--- src/rtl/sysreg_pkg.sv ---
package sysreg_pkg;
  localparam int SEL_W  = 16;
  localparam int IDX_W  = 13;
  localparam int BASE_W = 32;
  localparam int TLIM_W = 16;
  localparam int DLIM_W = 20;
  localparam int ATTR_W = 12;
  localparam int WORD_W = 32;
  localparam int TYP_W  = 5;

  localparam logic TGT_LDT = 1'b0;
  localparam logic TGT_TR  = 1'b1;

  localparam logic [TYP_W-1:0] TYP_LDT   = 5'h02;
  localparam logic [TYP_W-1:0] TYP_TSS32 = 5'h09;
  localparam logic [TYP_W-1:0] TYP_TSS16 = 5'h01;

  typedef enum logic [2:0] {
    F_NONE  = 3'd0,
    F_NULL  = 3'd1,
    F_TI    = 3'd2,
    F_LIMIT = 3'd3,
    F_TYPE  = 3'd4
  } ld_fault_e;

  typedef enum logic [1:0] {
    ST_IDLE,
    ST_RD_LO,
    ST_RD_HI,
    ST_FIN
  } ld_state_e;

  typedef struct packed {
    logic [SEL_W-1:0]  sel;
    logic [BASE_W-1:0] base;
    logic [DLIM_W-1:0] limit;
    logic [ATTR_W-1:0] attr;
    logic              valid;
  } seg_cache_t;

  function automatic seg_cache_t unpack_desc(input logic [WORD_W-1:0] lo,
                                             input logic [WORD_W-1:0] hi,
                                             input logic [SEL_W-1:0]  sel);
    seg_cache_t c;
    c.sel   = sel;
    c.base  = {hi[31:24], hi[7:0], lo[31:16]};
    c.limit = {hi[19:16], lo[15:0]};
    c.attr  = {hi[23:20], hi[15:8]};
    c.valid = 1'b1;
    return c;
  endfunction
endpackage

--- src/rtl/sysreg_tbl_regs.sv ---
module sysreg_tbl_regs
  import sysreg_pkg::*;
#(
  parameter int IDT_VECTORS = 256
) (
  input  logic                 clk,
  input  logic                 rst_ni,
  input  logic                 wr_en,
  input  logic                 wr_sel,
  input  logic [BASE_W+TLIM_W-1:0] wr_data,
  output logic [BASE_W-1:0]    gdt_base,
  output logic [TLIM_W-1:0]    gdt_limit,
  output logic [BASE_W-1:0]    idt_base,
  output logic [TLIM_W-1:0]    idt_limit
);
  localparam logic [TLIM_W-1:0] IDT_LIM_MAX = TLIM_W'(IDT_VECTORS * 8 - 1);

  logic [BASE_W-1:0] gbase_q, gbase_d, ibase_q, ibase_d;
  logic [TLIM_W-1:0] glim_q, glim_d, ilim_q, ilim_d;
  logic [TLIM_W-1:0] wr_lim;

  assign wr_lim = wr_data[TLIM_W-1:0];

  always_comb begin
    gbase_d = gbase_q;
    glim_d  = glim_q;
    ibase_d = ibase_q;
    ilim_d  = ilim_q;
    if (wr_en && !wr_sel) begin
      gbase_d = wr_data[BASE_W+TLIM_W-1:TLIM_W];
      glim_d  = wr_lim;
    end
    if (wr_en && wr_sel) begin
      ibase_d = wr_data[BASE_W+TLIM_W-1:TLIM_W];
      ilim_d  = (wr_lim > IDT_LIM_MAX) ? IDT_LIM_MAX : wr_lim;
    end
  end

  always_ff @(posedge clk or negedge rst_ni) begin
    if (!rst_ni) begin
      gbase_q <= '0;
      glim_q  <= '0;
      ibase_q <= '0;
      ilim_q  <= '0;
    end else begin
      gbase_q <= gbase_d;
      glim_q  <= glim_d;
      ibase_q <= ibase_d;
      ilim_q  <= ilim_d;
    end
  end

  assign gdt_base  = gbase_q;
  assign gdt_limit = glim_q;
  assign idt_base  = ibase_q;
  assign idt_limit = ilim_q;


  idt_lim_cap_chk: assert property (@(posedge clk) disable iff (!rst_ni)
    (wr_en && wr_sel) |=> (idt_limit <= IDT_LIM_MAX));
endmodule

--- src/rtl/sysreg_selchk.sv ---
module sysreg_selchk
  import sysreg_pkg::*;
(
  input  logic [SEL_W-1:0]  sel,
  input  logic              target,
  input  logic [BASE_W-1:0] gdt_base,
  input  logic [TLIM_W-1:0] gdt_limit,
  output ld_fault_e         fault,
  output logic              is_null,
  output logic [BASE_W-1:0] desc_addr
);
  logic [IDX_W-1:0]  idx;
  logic              ti;
  logic [TLIM_W-1:0] last_byte;

  assign idx       = sel[SEL_W-1:3];
  assign ti        = sel[2];
  assign is_null   = (idx == '0) && !ti;
  assign last_byte = {idx, 3'b111};
  assign desc_addr = gdt_base + BASE_W'({idx, 3'b000});

  always_comb begin
    fault = F_NONE;
    if (is_null) begin
      if (target == TGT_TR) fault = F_NULL;
    end else if (ti) begin
      fault = F_TI;
    end else if (last_byte > gdt_limit) begin
      fault = F_LIMIT;
    end
  end
endmodule

--- src/rtl/sysreg_seq.sv ---
module sysreg_seq
  import sysreg_pkg::*;
(
  input  logic              clk,
  input  logic              rst_ni,
  input  logic              ld_req,
  input  logic              ld_target,
  input  logic [SEL_W-1:0]  ld_sel,
  input  ld_fault_e         chk_fault,
  input  logic              chk_null,
  input  logic [BASE_W-1:0] chk_addr,
  output logic              mem_rd_req,
  output logic [BASE_W-1:0] mem_rd_addr,
  input  logic              mem_rd_valid,
  input  logic [WORD_W-1:0] mem_rd_data,
  output logic              commit_en,
  output logic              commit_tgt,
  output seg_cache_t        commit_data,
  output logic              ld_busy,
  output logic              ld_done,
  output logic [2:0]        ld_fault
);
  ld_state_e         state_q, state_d;
  logic              tgt_q, tgt_d;
  logic [SEL_W-1:0]  sel_q, sel_d;
  logic [BASE_W-1:0] addr_q, addr_d;
  logic [WORD_W-1:0] lo_q, lo_d;
  ld_fault_e         fault_q, fault_d;
  logic [TYP_W-1:0]  typ;
  logic              typ_ok;

  assign typ    = mem_rd_data[12:8];
  assign typ_ok = (tgt_q == TGT_LDT) ? (typ == TYP_LDT)
                                     : ((typ == TYP_TSS32) || (typ == TYP_TSS16));

  always_comb begin
    state_d     = state_q;
    tgt_d       = tgt_q;
    sel_d       = sel_q;
    addr_d      = addr_q;
    lo_d        = lo_q;
    fault_d     = fault_q;
    commit_en   = 1'b0;
    commit_tgt  = tgt_q;
    commit_data = '0;
    unique case (state_q)
      ST_IDLE: begin
        if (ld_req) begin
          tgt_d   = ld_target;
          sel_d   = ld_sel;
          addr_d  = chk_addr;
          fault_d = chk_fault;
          if (chk_fault != F_NONE) begin
            state_d = ST_FIN;
          end else if (chk_null) begin
            commit_en       = 1'b1;
            commit_tgt      = ld_target;
            commit_data.sel = ld_sel;
            state_d         = ST_FIN;
          end else begin
            state_d = ST_RD_LO;
          end
        end
      end
      ST_RD_LO: begin
        if (mem_rd_valid) begin
          lo_d    = mem_rd_data;
          addr_d  = addr_q + BASE_W'(4);
          state_d = ST_RD_HI;
        end
      end
      ST_RD_HI: begin
        if (mem_rd_valid) begin
          commit_en   = typ_ok;
          commit_data = unpack_desc(lo_q, mem_rd_data, sel_q);
          fault_d     = typ_ok ? F_NONE : F_TYPE;
          state_d     = ST_FIN;
        end
      end
      default: state_d = ST_IDLE;
    endcase
  end

  always_ff @(posedge clk or negedge rst_ni) begin
    if (!rst_ni) begin
      state_q <= ST_IDLE;
      tgt_q   <= 1'b0;
      sel_q   <= '0;
      addr_q  <= '0;
      lo_q    <= '0;
      fault_q <= F_NONE;
    end else begin
      state_q <= state_d;
      tgt_q   <= tgt_d;
      sel_q   <= sel_d;
      addr_q  <= addr_d;
      lo_q    <= lo_d;
      fault_q <= fault_d;
    end
  end

  assign mem_rd_req  = (state_q == ST_RD_LO) || (state_q == ST_RD_HI);
  assign mem_rd_addr = mem_rd_req ? addr_q : '0;
  assign ld_busy     = (state_q != ST_IDLE);
  assign ld_done     = (state_q == ST_FIN);
  assign ld_fault    = ld_done ? fault_q : F_NONE;


  rd_hold_chk: assert property (@(posedge clk) disable iff (!rst_ni)
    (mem_rd_req && !mem_rd_valid) |=> (mem_rd_req && $stable(mem_rd_addr)));

  done_pulse_chk: assert property (@(posedge clk) disable iff (!rst_ni)
    ld_done |=> !ld_done);

  early_fault_chk: assert property (@(posedge clk) disable iff (!rst_ni)
    (!ld_busy && ld_req && (chk_fault != F_NONE)) |=> (ld_done && !mem_rd_req));

  busy_ignore_chk: assert property (@(posedge clk) disable iff (!rst_ni)
    (mem_rd_req && ld_req && !mem_rd_valid) |=> $stable(mem_rd_addr));
endmodule

--- src/rtl/sysreg_cache.sv ---
module sysreg_cache
  import sysreg_pkg::*;
(
  input  logic       clk,
  input  logic       rst_ni,
  input  logic       commit,
  input  seg_cache_t wr,
  output seg_cache_t rd
);
  seg_cache_t q, d;

  always_comb begin
    d = q;
    if (commit) d = wr;
  end

  always_ff @(posedge clk or negedge rst_ni) begin
    if (!rst_ni) q <= '0;
    else         q <= d;
  end

  assign rd = q;


  cache_hold_chk: assert property (@(posedge clk) disable iff (!rst_ni)
    !commit |=> $stable(rd));
endmodule

--- src/rtl/sysreg_loader.sv ---
module sysreg_loader
  import sysreg_pkg::*;
#(
  parameter int IDT_VECTORS = 256
) (
  input  logic        clk,
  input  logic        rst_n,
  input  logic        tbl_wr_en,
  input  logic        tbl_wr_sel,
  input  logic [47:0] tbl_wr_data,
  input  logic        ld_req,
  input  logic        ld_target,
  input  logic [15:0] ld_sel,
  output logic        mem_rd_req,
  output logic [31:0] mem_rd_addr,
  input  logic        mem_rd_valid,
  input  logic [31:0] mem_rd_data,
  output logic [31:0] gdt_base,
  output logic [15:0] gdt_limit,
  output logic [31:0] idt_base,
  output logic [15:0] idt_limit,
  output logic [15:0] ldt_sel,
  output logic [31:0] ldt_base,
  output logic [19:0] ldt_limit,
  output logic [11:0] ldt_attr,
  output logic        ldt_valid,
  output logic [15:0] tr_sel,
  output logic [31:0] tr_base,
  output logic [19:0] tr_limit,
  output logic [11:0] tr_attr,
  output logic        tr_valid,
  output logic        ld_busy,
  output logic        ld_done,
  output logic [2:0]  ld_fault
);
  localparam int N_CACHE = 2;

  logic [1:0]        rst_sync_q;
  logic              rst_ni;
  ld_fault_e         chk_fault;
  logic              chk_null;
  logic [BASE_W-1:0] chk_addr;
  logic              commit_en, commit_tgt;
  seg_cache_t        commit_data;
  seg_cache_t        cache_rd [N_CACHE];

  always_ff @(posedge clk or negedge rst_n) begin
    if (!rst_n) rst_sync_q <= 2'b00;
    else        rst_sync_q <= {rst_sync_q[0], 1'b1};
  end
  assign rst_ni = rst_sync_q[1];

  sysreg_tbl_regs #(.IDT_VECTORS(IDT_VECTORS)) u_tbl (
    .clk(clk), .rst_ni(rst_ni),
    .wr_en(tbl_wr_en), .wr_sel(tbl_wr_sel), .wr_data(tbl_wr_data),
    .gdt_base(gdt_base), .gdt_limit(gdt_limit),
    .idt_base(idt_base), .idt_limit(idt_limit)
  );

  sysreg_selchk u_chk (
    .sel(ld_sel), .target(ld_target),
    .gdt_base(gdt_base), .gdt_limit(gdt_limit),
    .fault(chk_fault), .is_null(chk_null), .desc_addr(chk_addr)
  );

  sysreg_seq u_seq (
    .clk(clk), .rst_ni(rst_ni),
    .ld_req(ld_req), .ld_target(ld_target), .ld_sel(ld_sel),
    .chk_fault(chk_fault), .chk_null(chk_null), .chk_addr(chk_addr),
    .mem_rd_req(mem_rd_req), .mem_rd_addr(mem_rd_addr),
    .mem_rd_valid(mem_rd_valid), .mem_rd_data(mem_rd_data),
    .commit_en(commit_en), .commit_tgt(commit_tgt), .commit_data(commit_data),
    .ld_busy(ld_busy), .ld_done(ld_done), .ld_fault(ld_fault)
  );

  for (genvar g = 0; g < N_CACHE; g++) begin : g_cache
    sysreg_cache u_cache (
      .clk(clk), .rst_ni(rst_ni),
      .commit(commit_en && (commit_tgt == 1'(g))),
      .wr(commit_data),
      .rd(cache_rd[g])
    );
  end

  assign ldt_sel   = cache_rd[0].sel;
  assign ldt_base  = cache_rd[0].base;
  assign ldt_limit = cache_rd[0].limit;
  assign ldt_attr  = cache_rd[0].attr;
  assign ldt_valid = cache_rd[0].valid;
  assign tr_sel    = cache_rd[1].sel;
  assign tr_base   = cache_rd[1].base;
  assign tr_limit  = cache_rd[1].limit;
  assign tr_attr   = cache_rd[1].attr;
  assign tr_valid  = cache_rd[1].valid;


  tr_null_chk: assert property (@(posedge clk) disable iff (!rst_ni)
    (ld_done && tr_valid && !$past(tr_valid)) |-> (tr_sel[15:2] != '0));

  done_idle_chk: assert property (@(posedge clk) disable iff (!rst_ni)
    ld_done |-> !mem_rd_req);
endmodule

--- config.mk ---
export PLATFORM = sky130hd
export DESIGN_NAME = sysreg_loader
export DESIGN_NICKNAME = d
export VERILOG_FILES = /design/src/rtl/sysreg_pkg.sv /design/src/rtl/sysreg_tbl_regs.sv /design/src/rtl/sysreg_selchk.sv /design/src/rtl/sysreg_seq.sv /design/src/rtl/sysreg_cache.sv /design/src/rtl/sysreg_loader.sv
export SDC_FILE = /design/constraint.sdc
export NUM_CORES = 1
export LEC_CHECK = 0
export BUFFER_PORTS_ARGS = -buffer_cell sky130_fd_sc_hd__buf_2
export CAP_MARGIN = 15
export CORE_AREA = 2 2 231 142
export CTS_CLUSTER_DIAMETER = 150
export DETAILED_ROUTE_END_ITERATION = 16
export DIE_AREA = 0 0 233 144
export PLACE_DENSITY = 0.81
export SYNTH_ARGS = -nofsm -noshare
export SYNTH_HDL_FRONTEND = slang
export SYNTH_HIERARCHICAL = 1
export SYNTH_SLANG_ARGS = --single-unit
--- constraint.sdc ---
create_clock -name clk -period 14.8 [get_ports clk]
set_clock_uncertainty 0.1 [all_clocks]
set_input_delay 3.7 -clock clk [delete_from_list [all_inputs] [get_ports clk]]
set_output_delay 3.7 -clock clk [all_outputs]
set_load 0.05 [all_outputs]
==> results of run 1 <==
## cells by family after synthesis
kind of cell,share of synthesized area [%]
DFF,50.5
xor gates and xnor gates,1.33
buffers and inverters,4.39
adders and majority gates,2.45
AOI/OAI and AO/OA,7.80
other,0.0438
and+or+nand+nor,11.2
muxes,22.3
## layer usage
layer / wire length [um] / share of wire (%) / vias to the layer above / track usage [%]
met5: 0 / 0 / - / 0
met4: 1230 / 2.5 / 0 / 8.28
met3: 3730 / 7.6 / 85 / 6.05
met2: 21300 / 43 / 541 / 40.4
met1: 22700 / 46 / 6456 / 43.6
li1: - / - / 5583 / -
## final cells by class
cell class,count,area (um^2),area share (%)
antenna,2,5.00,0.0246
clock buffer,49,1020,5.02
inverter,28,105,0.517
multi-input combinational,892,7740,38.1
clock inverter,12,166,0.818
tap,424,531,2.61
sequential,346,8660,42.6
timing repair buffer,412,2100,10.3
## worst max-delay path by stage
stage	to	slack [ns]	cells past startpoint
final	g_cache[0].u_cache/rd[70]	6.53	14
after global routing	g_cache[0].u_cache/rd[70]	6.21	14
after CTS	g_cache[0].u_cache/rd[71]	6.62	14
after detailed placement	g_cache[0].u_cache/rd[71]	6.05	14
after global placement	g_cache[0].u_cache/rd[68]	6.16	14
after floorplan	g_cache[0].u_cache/rd[0]	4.34	0
## registers in the layout, indices dropped and copies added, names as in the netlist, 3 cells and up
register and cells:
u_tbl/gdt_base 32, u_tbl/idt_limit 16, g_cache.u_cache/rd 162, u_tbl/idt_base 32
u_tbl/gdt_limit 16, u_seq/fault_q 3, u_seq/lo_q 32, u_seq/sel_q 16
u_seq/addr_q 32
## through the flow
step	instance area [um^2]	hold slack, ns	worst slack (ns)
final	20300	0.249	6.53
after CTS	20300	0.251	6.62
after global placement	19100	0.236	6.16
after floorplan	17100	0.231	4.34
after global routing	20300	0.250	6.21
after detailed placement	19100	0.241	6.05
## cells in the final DEF, fill, tap and decap left out, drive strengths merged, types with 7 or more instances in the layout
cell type	count
nand3	36
o22ai	9
nand4	15
and3	74
nor2	51
dfrtp	346
mux2	277
ha	32
a31oi	19
clkinv	7
xor2	14
a32o	16
and2	49
o21ai	25
o211ai	9
xnor2	12
nor3	10
nand2	97
o21a	8
buf	412
clkbuf	49
a21o	9
a21oi	54
inv	28
## report_power, final
part           switching (mW)  internal, mW
clock                   0.376         0.552
combinational            1.01         0.436
sequential              0.173          1.12
==> results.md, run 1 <==
* Req. time, crit path at between 15 and 20 ns
* Total track usage at between 20% and 30%
* Max clock buf depth at 3
* Die H at roughly 140 um
* Largest area contributor in the netlist: dfrtp_1
* Area Growth Syn to Fin at 18.6%
* Largest net degree at the start of global routing at 83
* Vias post-DR at 12665
* Most used cell, CP: a21o_1
* Min-Delay Path Class: flip-flop to flip-flop
* First-pass GRT wire length at approximately 74 mm
* Fin nets at ~1900
* Hold path startpoint: rst_sync_q[0]
* RSZ-0062 raised after global routing: no
* CP Class: input pin to flip-flop
* Post-layout util at 64.1%
* Cell chain of the critical path: buf_2 -> ha_1 -> a21o_1 -> a21o_1 -> a21o_1 -> o31ai_1 -> o21ai_0 -> nor3_1 -> and2_1 -> nand2_1 -> mux2_2 -> and2b_4 -> buf_4 -> mux2_4
* Tightest Pin Transition at approximately 1.1 ns
* Via density at about 5.8
* CP startpoint kind: input pin
* CP endpoint kind: flip-flop
* Worst setup path start: ld_sel[13]
* Worst r2r src: u_tbl/gdt_limit[13]
* Worst R2R Path Depth at 14
* EDFF count, synth at 0
* Fill count at 2406
* Post-synth net total at roughly 1500
* Setup TNS at 0 ns
* Port Buffers at 398
* Final WL at about 50 mm
* Synth top area cells: dfrtp_1 (50%), mux2_4 (16%), mux2_2 (6.3%)
* Drt pass-1 iters at 6
* R2r endpoint: g_cache[0].u_cache/rd[70]
* Hold EP: rst_sync_q[1]
* Ratio of cells with drive above 1 in the final layout at between 40% and 50%
* Number of global-route vias before repair at 12215
* RePlAce Congestion at 0.892
* VDD IR max at approximately 0.19 mV
* Post-detail-place hpwl at between 30 and 40 mm
* Seq/Total Area, Yosys at slightly above 50%
* Slew Limit Headroom at ~25%
* Reg-to-reg setup timing slack at between 9 and 10 ns
* Wire length per cell at roughly 23 um
* I/O Pins at about 400
* Placed cell count at 2102
* GR Overflow Total at 0
* Iter 0 DRT Violations at around 1300
* Final setup violation count at 0
* Status: completed
* Worst Hold Depth at 0
* Clock Sinks at ~350
* Hold bufs inserted after CTS at 0
* Max-slew violation count at 0
* Total CTS buffers at 35
* CTS tree: built
* Initial antenna violation count at 2
* Crit path max-delay family: simple AND/OR/NAND/NOR gates
* Finished Layout Cells at between 2000 and 2500
* Syn Inst Count at approximately 1400
* Synth Register Bits at ~350
* CTS resizes at 0
* Drt drc at 0
* H-Tree Level Count at 2
* DRT antenna net count at 0
* Buf/Inv on CP at 2
* LEAKAGE at 10.3 nW
* Clock root buffer: clkbuf_16
* Synth async-reset ratio at 100%
* Clk Latency, worst-skew pair at 0.52 ns
* Count of cell types in the netlist at between 80 and 90
* Top FF cell, synth: dfrtp_1
* Max-cap viol count at 0
* Synth warn at 6
* Min Clock Period, post-route at approximately 8.3 ns
* Fmax at around 120 MHz
* Synth cell count leaders: dfrtp_1 (346), mux2_4 (180), nand2_1 (97), mux2_2 (96), and3_1 (72)
* Yosys top cell area share at between 50 and 60%
* Slowest CP cell: buf_4
* CP peak stage delay at around 0.95 ns
* Crit path max fanout at a little under 60
* Initial Utilization at 54.1%
* Top-count cell post-synth: dfrtp_1
* Critical Path AT at 8.56 ns
* Hold Fails Final Rpt at 0
* Mean Syn Cell Area at 12.7 um^2
* Row count at 51
* PD cells at 181 mW/mm^2
* Mapped cell area at between 0.015 and 0.02 mm^2
* Final worst-path cycle share at 55.9%
* Die area at roughly 0.034 mm^2
* Die X at about 230 um
* Core Area at ~0.032 mm^2
* Reg clk slew, reported paths at 0.06 ns
* Total power at 3.67 mW
* Setup Fix Bufs, Post-CTS at 0
Power figures use the tool's default switching activity.
==> inputs of run 2 (changes only) <==
--- a/config.mk
+++ b/config.mk
@@ -7,11 +7,11 @@
 export LEC_CHECK = 0
 export BUFFER_PORTS_ARGS = -buffer_cell sky130_fd_sc_hd__buf_2
 export CAP_MARGIN = 15
-export CORE_AREA = 2 2 231 142
+export CORE_AREA = 2 2 245 150
 export CTS_CLUSTER_DIAMETER = 150
 export DETAILED_ROUTE_END_ITERATION = 16
-export DIE_AREA = 0 0 233 144
-export PLACE_DENSITY = 0.81
+export DIE_AREA = 0 0 247 152
+export PLACE_DENSITY = 0.76
 export SYNTH_ARGS = -nofsm -noshare
 export SYNTH_HDL_FRONTEND = slang
 export SYNTH_HIERARCHICAL = 1
==> constraint.sdc (replaced) <==
create_clock -name clk -period 6.7 [get_ports clk]
set_clock_uncertainty 0.1 [all_clocks]
set_input_delay 1.675 -clock clk [delete_from_list [all_inputs] [get_ports clk]]
set_output_delay 1.675 -clock clk [all_outputs]
set_load 0.05 [all_outputs]
==> run 2 against run 1 <==
Effect of this change:
- routed wire length is 0.32% higher
- critical endpoint is now g_cache[0].u_cache/rd[30]
- final cell count up 2.3%
- non-clock buffer count is the same
- register-to-register slack got worse by 7.0 ns
- sequential share of layout area fell by 0.22 points
- final area increased by 0.51%
- global-route usage down 2.7 points
- clock-buffer cell count increased by 5
- largest power group unchanged
==> results.md, run 2 (synthesized netlist as in run 1, its figures left out) <==
* Largest register FFs at 162
* Cell chain of the critical path: buf_2 -> ha_1 -> a21o_1 -> a21o_1 -> a21o_1 -> o31ai_1 -> o21ai_0 -> nor3_1 -> and2_1 -> nand2_1 -> mux2_2 -> and2b_4 -> buf_12 -> mux2_2
* Slowest CP cell: and2b_4
* Multi-input combinational cell area at just under 0.008 mm^2
* Min-Delay Path Class: flip-flop to async pin
* Max clock buf depth at 3
* Max-cap viol count at 0
* PD cells at ~400 mW/mm^2
* Max-slew violation count at 0
* Fin nets at about 1900
* CTS resizes at 0
* Port Buffers at roughly 400
* CTS tree: built
* Largest net degree at the start of global routing at ~180
* VDD IR max at between 0.4 and 0.5 mV
* Status: completed
* GR Overflow Total at 0
* Total CTS buffers at 35
* CP startpoint kind: input pin
* H-Tree Level Count at 2
* Total track usage at between 20% and 30%
* Final worst-path cycle share at around three quarters
* Area Growth Syn to Fin at 19.2%
* Drt pass-1 iters at 5
* Die H at approximately 150 um
* Final WL at between 40 and 50 mm
* CP endpoint kind: flip-flop
* Clock Sinks at 346
* First-pass GRT wire length at ~75 mm
* Vias post-DR at 12598
* Wire length per cell at between 20 and 25 um
* Fill count at about 2900
* Tightest Pin Transition at about 1.2 ns
* Reg clk slew, reported paths at around 0.06 ns
* Clock root buffer: clkbuf_16
* DRT antenna net count at 0
* Initial Utilization at ~48%
* I/O Pins at around 400
* RePlAce Congestion at 0.929
* Clk Latency, worst-skew pair at between 0.5 and 0.6 ns
* Min Clock Period, post-route at 5.13 ns
* Most used cell, CP: a21o_1
* Hold Fails Final Rpt at 0
* Setup TNS at 0 ns
* Commonest non-fill, non-tap cell in the layout: buf_2
* Final setup violation count at 0
* Hold_ws at approximately 0.15 ns
* LEAKAGE at ~10 nW
* Buf/Inv on CP at 2
* Fmax at just under 200 MHz
* Critical Path AT at roughly 5.4 ns
* Most frequent cells in the layout: buf_2 (398), dfrtp_1 (345), mux2_4 (180)
* Crit path max-delay family: compound AO/OA/AOI/OAI gates
* FF+latch area at between 0.008 and 0.009 mm^2
* Iter 0 DRT Violations at 1116
* Slew Limit Headroom at around 22%
* Setup Fix Bufs, Post-CTS at 0
* Die area at 0.0375 mm^2
* RSZ-0062 raised after global routing: no
* Req. time, crit path at around 7 ns
* Crit path max fanout at 36
* Via density at ~5.7
* Hold bufs inserted after CTS at 0
* Initial antenna violation count at 4
* Ratio of cells with drive above 1 in the final layout at between 40% and 50%
* Post-detail-place hpwl at around 35 mm
* Die X at around 250 um
* CP Class: input pin to flip-flop
* Row count at 54
* Core Area at around 0.036 mm^2
* Number of global-route vias before repair at approximately 12000
* CP peak stage delay at between 0.5 and 0.6 ns
* Drt drc at 0
run 2: changes by cell type in the layout (fill, tap and decap cells not counted):
cell	delta
buf_12	+4
clkbuf_8	+6
clkinv_4	-1
nor4_1	-1
diode_2	-1
bufinv_16	-3
clkinv_2	-3
buf_4	-5
buf_16	+1
clkbuf_1	-1
nor4_2	+1
run 2: path summary, 6_finish.rpt:
| kind | from | endpoint | slack, ns | depth (start not counted) |
|---|---|---|---|---|
| max in group asynchronous | rst_sync_q[1] | u_seq/addr_q[8] | 4.93 | 1 |
| worst max-delay path | ld_sel[13] | g_cache[0].u_cache/rd[30] | 1.57 | 14 |
| worst min-delay path | rst_sync_q[1] | g_cache[1].u_cache/rd[63] | 0.15 | 0 |
| min in group clk | rst_sync_q[0] | rst_sync_q[1] | 0.25 | 0 |
| worst min register to register | rst_sync_q[1] | g_cache[1].u_cache/rd[63] | 0.15 | 0 |
| worst max register to register | u_tbl/gdt_limit[13] | g_cache[0].u_cache/rd[30] | 2.42 | 14 |
run 2: routing by layer:
layer	share of wire [%]	track usage, %	vias to the layer above	wire (um)
li1	-	-	5575	-
met1	46	39.1	6430	22700
met2	44	37.6	498	21600
met3	7.5	5.19	95	3710
met4	2.4	6.34	0	1160
met5	0	0	-	0
run 2: cell type report:
type                    instances  area share, %
diodes                          1         0.0122
clock buffers                  54           5.38
clock inverters                 5          0.257
inverters                      28          0.514
multi-input cells             892           37.9
flip-flops and latches        346           42.4
well taps                     476           2.91
repair buffers                412           10.6
run 2: where the power goes:
part	total, mW	internal [mW]	switching (mW)
registers	2.84	2.48	0.361
clock network	1.98	1.16	0.812
logic	3.22	0.983	2.24
total	8.03	4.62	3.41
run 2: stage by stage:
step	util, %	std cells	total power [mW]	setup slack [ns]	area [um^2]
6_report	57.4	2214	8.03	1.57	20400
5_1_grt	57.4	2213	8.41	1.31	20400
4_1_cts	57.3	2212	8.03	1.61	20400
3_5_place_dp	54.1	2153	6.03	1.06	19300
3_3_place_gp	54.1	2153	5.95	1.08	19300
2_1_floorplan	-	1350	5.20	0.946	17100
